**config.mk**
```make
export PLATFORM = sky130hd
export DESIGN_NAME = bal_exec_unit
export DESIGN_NICKNAME = d
export VERILOG_FILES = /design/src/rtl/bal_pkg.sv /design/src/rtl/bal_link_gen.sv /design/src/rtl/bal_target_sel.sv /design/src/rtl/bal_exec_unit.sv
export SDC_FILE = /design/constraint.sdc
export NUM_CORES = 1
export LEC_CHECK = 0
export BUFFER_PORTS_ARGS = -buffer_cell sky130_fd_sc_hd__buf_2
export CAP_MARGIN = 10
export CORE_UTILIZATION = 35
export DETAILED_ROUTE_END_ITERATION = 6
export GPL_ROUTABILITY_DRIVEN = 0
export PLACE_DENSITY = 0.75
export SYNTH_ARGS = -nofsm -noshare
export SYNTH_HDL_FRONTEND = slang
export SYNTH_HIERARCHICAL = 1
export SYNTH_SLANG_ARGS = --single-unit
```
**constraint.sdc**
```tcl
create_clock -name clk -period 1.04 [get_ports clk]
set_input_delay 0.052 -clock clk [delete_from_list [all_inputs] [get_ports clk]]
set_output_delay 0.052 -clock clk [all_outputs]
set_load 0.05 [all_outputs]
```
**src/rtl/bal_pkg.sv**
```systemverilog
package bal_pkg;

    localparam int IA_W   = 24;
    localparam int WORD_W = 32;

    typedef enum logic {
        FMT_RR = 1'b0,
        FMT_RX = 1'b1
    } bal_fmt_e;

    localparam logic [1:0] ILC_SHORT = 2'd1;
    localparam logic [1:0] ILC_LONG  = 2'd2;

    typedef struct packed {
        logic [1:0]      ilc;
        logic [1:0]      cc;
        logic [3:0]      pmask;
        logic [IA_W-1:0] ia;
    } link_word_t;

    typedef struct packed {
        logic            taken;
        logic [IA_W-1:0] target;
    } branch_t;

    function automatic logic [1:0] length_code(bal_fmt_e fmt, logic under_exec);
        if (under_exec || fmt == FMT_RX)
            return ILC_LONG;
        return ILC_SHORT;
    endfunction

endpackage

```
**src/rtl/bal_link_gen.sv**
```systemverilog
module bal_link_gen
    import bal_pkg::*;
(
    input  bal_fmt_e        fmt,
    input  logic            under_exec,
    input  logic [1:0]      cc,
    input  logic [3:0]      pmask,
    input  logic [IA_W-1:0] next_ia,
    output link_word_t      link
);

    always_comb begin
        link.ilc   = length_code(fmt, under_exec);
        link.cc    = cc;
        link.pmask = pmask;
        link.ia    = next_ia;
    end

endmodule

```
**src/rtl/bal_target_sel.sv**
```systemverilog
module bal_target_sel
    import bal_pkg::*;
#(
    parameter int IDX_W = 4
) (
    input  bal_fmt_e          fmt,
    input  logic [IDX_W-1:0]  r2,
    input  logic [WORD_W-1:0] r2_data,
    input  logic [IA_W-1:0]   ea,
    output branch_t           br
);

    always_comb begin
        if (fmt == FMT_RX) begin
            br.taken  = 1'b1;
            br.target = ea;
        end else begin
            br.taken  = (r2 != '0);
            br.target = r2_data[IA_W-1:0];
        end
    end

endmodule

```
**src/rtl/bal_exec_unit.sv**
```systemverilog
module bal_exec_unit
    import bal_pkg::*;
#(
    parameter int NUM_REGS = 16,
    localparam int IDX_W   = $clog2(NUM_REGS)
) (
    input  logic              clk,
    input  logic              rst,
    input  logic              issue_i,
    input  logic              fmt_i,
    input  logic [IDX_W-1:0]  r1_i,
    input  logic [IDX_W-1:0]  r2_i,
    input  logic [WORD_W-1:0] r2_data_i,
    input  logic [IA_W-1:0]   ea_i,
    input  logic [1:0]        cc_i,
    input  logic [3:0]        pmask_i,
    input  logic [IA_W-1:0]   next_ia_i,
    input  logic              under_exec_i,
    output logic              wr_en_o,
    output logic [IDX_W-1:0]  wr_idx_o,
    output logic [WORD_W-1:0] wr_data_o,
    output logic              br_taken_o,
    output logic [IA_W-1:0]   br_target_o
);

    bal_fmt_e   fmt;
    link_word_t link_d;
    branch_t    br_d;

    assign fmt = bal_fmt_e'(fmt_i);

    bal_link_gen u_link (
        .fmt        (fmt),
        .under_exec (under_exec_i),
        .cc         (cc_i),
        .pmask      (pmask_i),
        .next_ia    (next_ia_i),
        .link       (link_d)
    );

    bal_target_sel #(.IDX_W(IDX_W)) u_tgt (
        .fmt     (fmt),
        .r2      (r2_i),
        .r2_data (r2_data_i),
        .ea      (ea_i),
        .br      (br_d)
    );

    // Target and link are both sampled at issue; the write and redirect
    // leave together one cycle later, so the target never sees the write.
    always_ff @(posedge clk) begin
        if (rst) begin
            wr_en_o     <= 1'b0;
            wr_idx_o    <= '0;
            wr_data_o   <= '0;
            br_taken_o  <= 1'b0;
            br_target_o <= '0;
        end else begin
            wr_en_o    <= issue_i;
            br_taken_o <= issue_i && br_d.taken;
            if (issue_i) begin
                wr_idx_o    <= r1_i;
                wr_data_o   <= link_d;
                br_target_o <= br_d.target;
            end
        end
    end

    p_wr_follows_issue_r2: assert property (@(posedge clk) disable iff (rst)
        issue_i |=> (wr_en_o && wr_idx_o == $past(r1_i)));

    p_no_spurious_wr_r2: assert property (@(posedge clk) disable iff (rst)
        !issue_i |=> !wr_en_o);

    p_link_fields_r3: assert property (@(posedge clk) disable iff (rst)
        issue_i |=> (wr_data_o[29:28] == $past(cc_i) &&
                     wr_data_o[27:24] == $past(pmask_i) &&
                     wr_data_o[23:0]  == $past(next_ia_i)));

    p_ilc_exec_r5: assert property (@(posedge clk) disable iff (rst)
        (issue_i && under_exec_i) |=> wr_data_o[31:30] == ILC_LONG);

    p_rr_zero_no_branch_r7: assert property (@(posedge clk) disable iff (rst)
        (issue_i && !fmt_i && r2_i == '0) |=> (!br_taken_o && wr_en_o));

    p_rx_branch_r8: assert property (@(posedge clk) disable iff (rst)
        (issue_i && fmt_i) |=> (br_taken_o && br_target_o == $past(ea_i)));

    p_taken_with_wr_r10: assert property (@(posedge clk) disable iff (rst)
        br_taken_o |-> wr_en_o);

endmodule

```
[Word level (Yosys, flattened, before mapping)]
Index checks and enable logic that the tools add are counted.
Operators by class
  muxes and demuxes: 4
  reductions and logical operators: 3
Operator list (number)
  25-bit 2-to-1 mux: 1
  2-bit 2-to-1 mux: 2
  4-bit nonzero test: 1
  1-bit logical AND: 1
  1-bit logical OR: 1
  1-bit 2-to-1 mux: 1
Storage, ports and cells
  register bits: 62
  output and inout port bits: 62
  input port bits: 99

[Depth between registers and ports, before layout]
  depth after elaboration: 3
  depth in mapped cells: 5
  gate-level depth less buffers: 3

[Hierarchy]
The synthesis kept the hierarchy.
By module, submodules not included
  bal_exec_unit: seq. area each 1241.2 um2, area each 2239.6 um2, cells an instance 198, instances 1
  bal_target_sel: seq. area each 0.0 um2, area each 405.4 um2, cells an instance 30, instances 1
  bal_link_gen: seq. area each 0.0 um2, area each 235.2 um2, cells an instance 32, instances 1

[Worst setup path before layout]
No wires, ideal clock.
  kind: input -> register
  start point: input fmt_i
  end point: register br_target_o[10]
  library setup time: 0.128 ns
  setup slack: 0.150 ns
  arrival: 0.762 ns
  stages: 5
  cells stage by stage: buf_6 > buf_12 > mux2_4 > mux2i_1 > nor2_1
RTL lines
  start: declaration: RTL line bal_exec_unit.sv:10  | input logic fmt_i,
  end signal: assignment: RTL line bal_exec_unit.sv:64  | br_target_o <= br_d.target;
  end: declaration: RTL line bal_exec_unit.sv:23  | output logic [IA_W-1:0] br_target_o

[Final worst setup path]
  start point: register wr_idx_o[1]
  end point: output wr_idx_o[1]
RTL lines
  start: declaration: RTL line bal_exec_unit.sv:20  | output logic [IDX_W-1:0] wr_idx_o,
  start signal: assignment: RTL line bal_exec_unit.sv:62  | wr_idx_o <= r1_i;
No word-level cell between the ends.

==> impl_metrics.csv <==
group,metric,value,unit
run_status,outcome,"finished clean",
yosys,synth.ff_latch_count,62,
sta,max_freq,1010,MHz
sta,period_share,95.3,%
worst_setup_path,timing.rr.end,"wr_data_o[24]",
sta,finalHoldViolations,0,
global_route,grt.total_usage,15.8,%
worst_setup_path,worstSetupPathDepth,1,
global_route,grt_max_degree,44,
cts,clock_path_buffers,2,
detailed_routing,wl,6690,um
sta,fin_hold_ws,17.2,ps
die,chipWidth,92.7,um
cts,clk_pin_slew,70,ps
worst_setup_path,regToRegSetupSlack,390,ps
worst_setup_path,startpoint,"wr_idx_o[1]",
yosys,netlist_instances,260,
sta,fin_skew,0,ps
worst_setup_path,worstPathRequired,990,ps
detailed_routing,drt-vias-per-instance,4.32,
sta,tightest_slew,265,ps
yosys,synth_nets,359,
die,die_y,92.7,um
detailed_routing,detail_route.wl_per_cell,12.7,um
global_route,overflow,0,
power,power_switching,1.82,mW
cts,cts-root-buf,"clkbuf_8",
cts,cts_buffers,9,
sta,finalSetupViolations,0,
global_route,antenna_found_initial,0,
layout,drive_gt1_share,46.8,%
power,clkPwrFrac,32.5,%
worst_setup_path,crit_end,"wr_idx_o[1]",
layout,final_util,50.9,%
worst_setup_path,cp_top_family,"flip-flops",
worst_setup_path,critPathBufInv,1,
worst_setup_path,worstPathArrival,940,ps
cts,cts_tree,"built",
cts,cts_num_sinks,62,
cts,cts_setup_buffers,0,
layout,nNetsFinal,519,
layout,area_growth_syn_to_layout,38.7,%
yosys,synthTopCellsByArea,"dfxtp_1 (43%), mux2i_1 (21%), mux2_4 (9.9%), nor2_1 (8.1%), buf_4 (7.8%)",
hold_path,worstHoldPathType,"input port to register",
power,switching_share,30.1,%
worst_setup_path,r2r_start,"wr_data_o[24]",
worst_setup_path,path_cells,"buf_2",
layout,design_area,4000,um2
yosys,synth_seq_area_share,43.1,%
die,ioPinCount,161,
power,p_per_area,1510,nW/um2
yosys,ys_types,15,
worst_setup_path,cp-end-kind,"primary output",
detailed_routing,drtAntennaViolNets,0,
global_route,grt_pass1_wl,10600,um
power,p_int,4.22,mW
yosys,synth_warnings,6,
power,p_comb_share,24.5,%
sta,drv_slew,0,
worst_setup_path,worstRegToRegCells,2,
detailed_routing,drt_iter0_markers,28,
die,core,7850,um2
worst_setup_path,crit_slowest_cell,"dfxtp_1",
sta,relSlewSlack,82.5,%
worst_setup_path,critPathKind,"register to primary output",
placement,port_buffers,152,
worst_setup_path,crit_fanout,2,
layout,antenna_cells,0,
die,initial_core_util,36.7,%
detailed_routing,drc,0,
die,num_rows,32,
detailed_routing,vias,2278,
cts,h-tree-depth,3,
yosys,synth_largest_area_cell,"dfxtp_1",
detailed_routing,first_pass_iters,4,
placement,dpl.hpwl,4410,um
yosys,syn_avg_cell_area,11.1,um2
worst_setup_path,cpPeakStageDelay,340,ps
placement,postPlaceCellArea,3460,um2
power,power.leakage,2.13,nW
cts,clk_latency,330,ps
sta,period_needed,992,ps
yosys,syn-cell-area,2880,um2
flow_run,drv_cap,0,
sta,rsz0062_at_grt,"false",
yosys,synth_top_area_share,43.1,%
power,seq_power_share,43.0,%
layout,fillers,753,
global_route,grt_pass1_vias,2423,
power,vdd_drop_max,0.997,mV
die,dieArea,8600,um2
worst_setup_path,cp-start-kind,"register",
-- timing repair --
item                                   in CTS  in global routing
hold buffers                               34                  0
endpoints found under the hold margin      34                  0
gates resized for setup                     0                  5
setup endpoints to repair                   0                  5
-- area by class of cell --
cell class / instances / area [um2] / share of cell area (%)
Multi-Input combinational cell: 151 / 1200 / 30.1
Clock buffer: 12 / 135 / 3.38
Clock inverter: 4 / 47.5 / 1.19
Tap cell: 102 / 128 / 3.19
Sequential cell: 62 / 1240 / 31.1
Timing Repair Buffer: 196 / 1240 / 31.1
-- synth_stat cells, drive strengths merged --
master,n
and2,1
and2b,1
buf,41
clkbuf,6
dfxtp,62
mux2,24
mux2i,60
nand2,1
nor2,62
nor3,1
or2,1
-- cell usage in the layout (no fill, tap or decap) --
cell type,count
and2b_1,1
or2_1,1
clkinv_2,2
nand2_1,1
nor3_1,1
mux2_4,19
buf_4,7
buf_12,4
clkbuf_4,5
clkbuf_8,9
clkbuf_1,3
and2_1,1
dlygate4sd3_1,34
mux2_2,5
nor2_1,62
clkinvlp_4,1
buf_2,146
dfxtp_1,62
bufinv_16,1
mux2i_1,60
-- stage by stage --
stage	setup WS, ps	std cells	total power, mW	setup TNS [ps]
floorplan	150	260	3.74	0
global placement	-11.3	477	3.99	-93.9
detailed placement	-92.7	477	4.02	-557
CTS	11.3	527	6.12	0
global route	2.83	527	6.34	0
finish	48.5	527	6.04	0
-- state kept, by name, summed over array words and instances, names as in the netlist --
register	cells
wr_data_o	32
br_target_o	24
wr_idx_o	4
br_taken_o	1
wr_en_o	1
-- power by group through the flow --
stage | Clock [mW] | Combinational (mW) | Sequential, mW
after CTS | 2.05 | 1.48 | 2.59
after global placement | 0 | 1.35 | 2.64
after detailed placement | 0 | 1.38 | 2.64
after global routing | 2.15 | 1.57 | 2.61
after floorplan | 0 | 0.575 | 3.17
final | 1.96 | 1.48 | 2.60
-- layer usage --
metal  up-vias  GRT usage (%)  wire length, um
met5         -              0                0
met4         0           5.38               78
met3         9           5.75              469
met2        84           31.2             3570
met1      1037           14.6             2580
li1       1148              -                -
-- worst min path at each step --
stage / start / end / slack [ps] / cells past startpoint
2_1_floorplan: r1_i[0] / wr_idx_o[0] / 200 / 2
3_3_place_gp: r1_i[0] / wr_idx_o[0] / 290 / 3
3_5_place_dp: next_ia_i[15] / wr_data_o[15] / 290 / 3
4_1_cts: r2_i[2] / br_taken_o / 2 / 4
5_1_grt: issue_i / wr_en_o / 10 / 2
6_report: r2_i[2] / br_taken_o / 20 / 4
-- cell families after synthesis --
group | share of synthesized area (%)
muxes | 32.7
buffers and inverters | 15.1
and+or+nand+nor | 9.08
DFF | 43.1
Power figures use the tool's default switching activity.
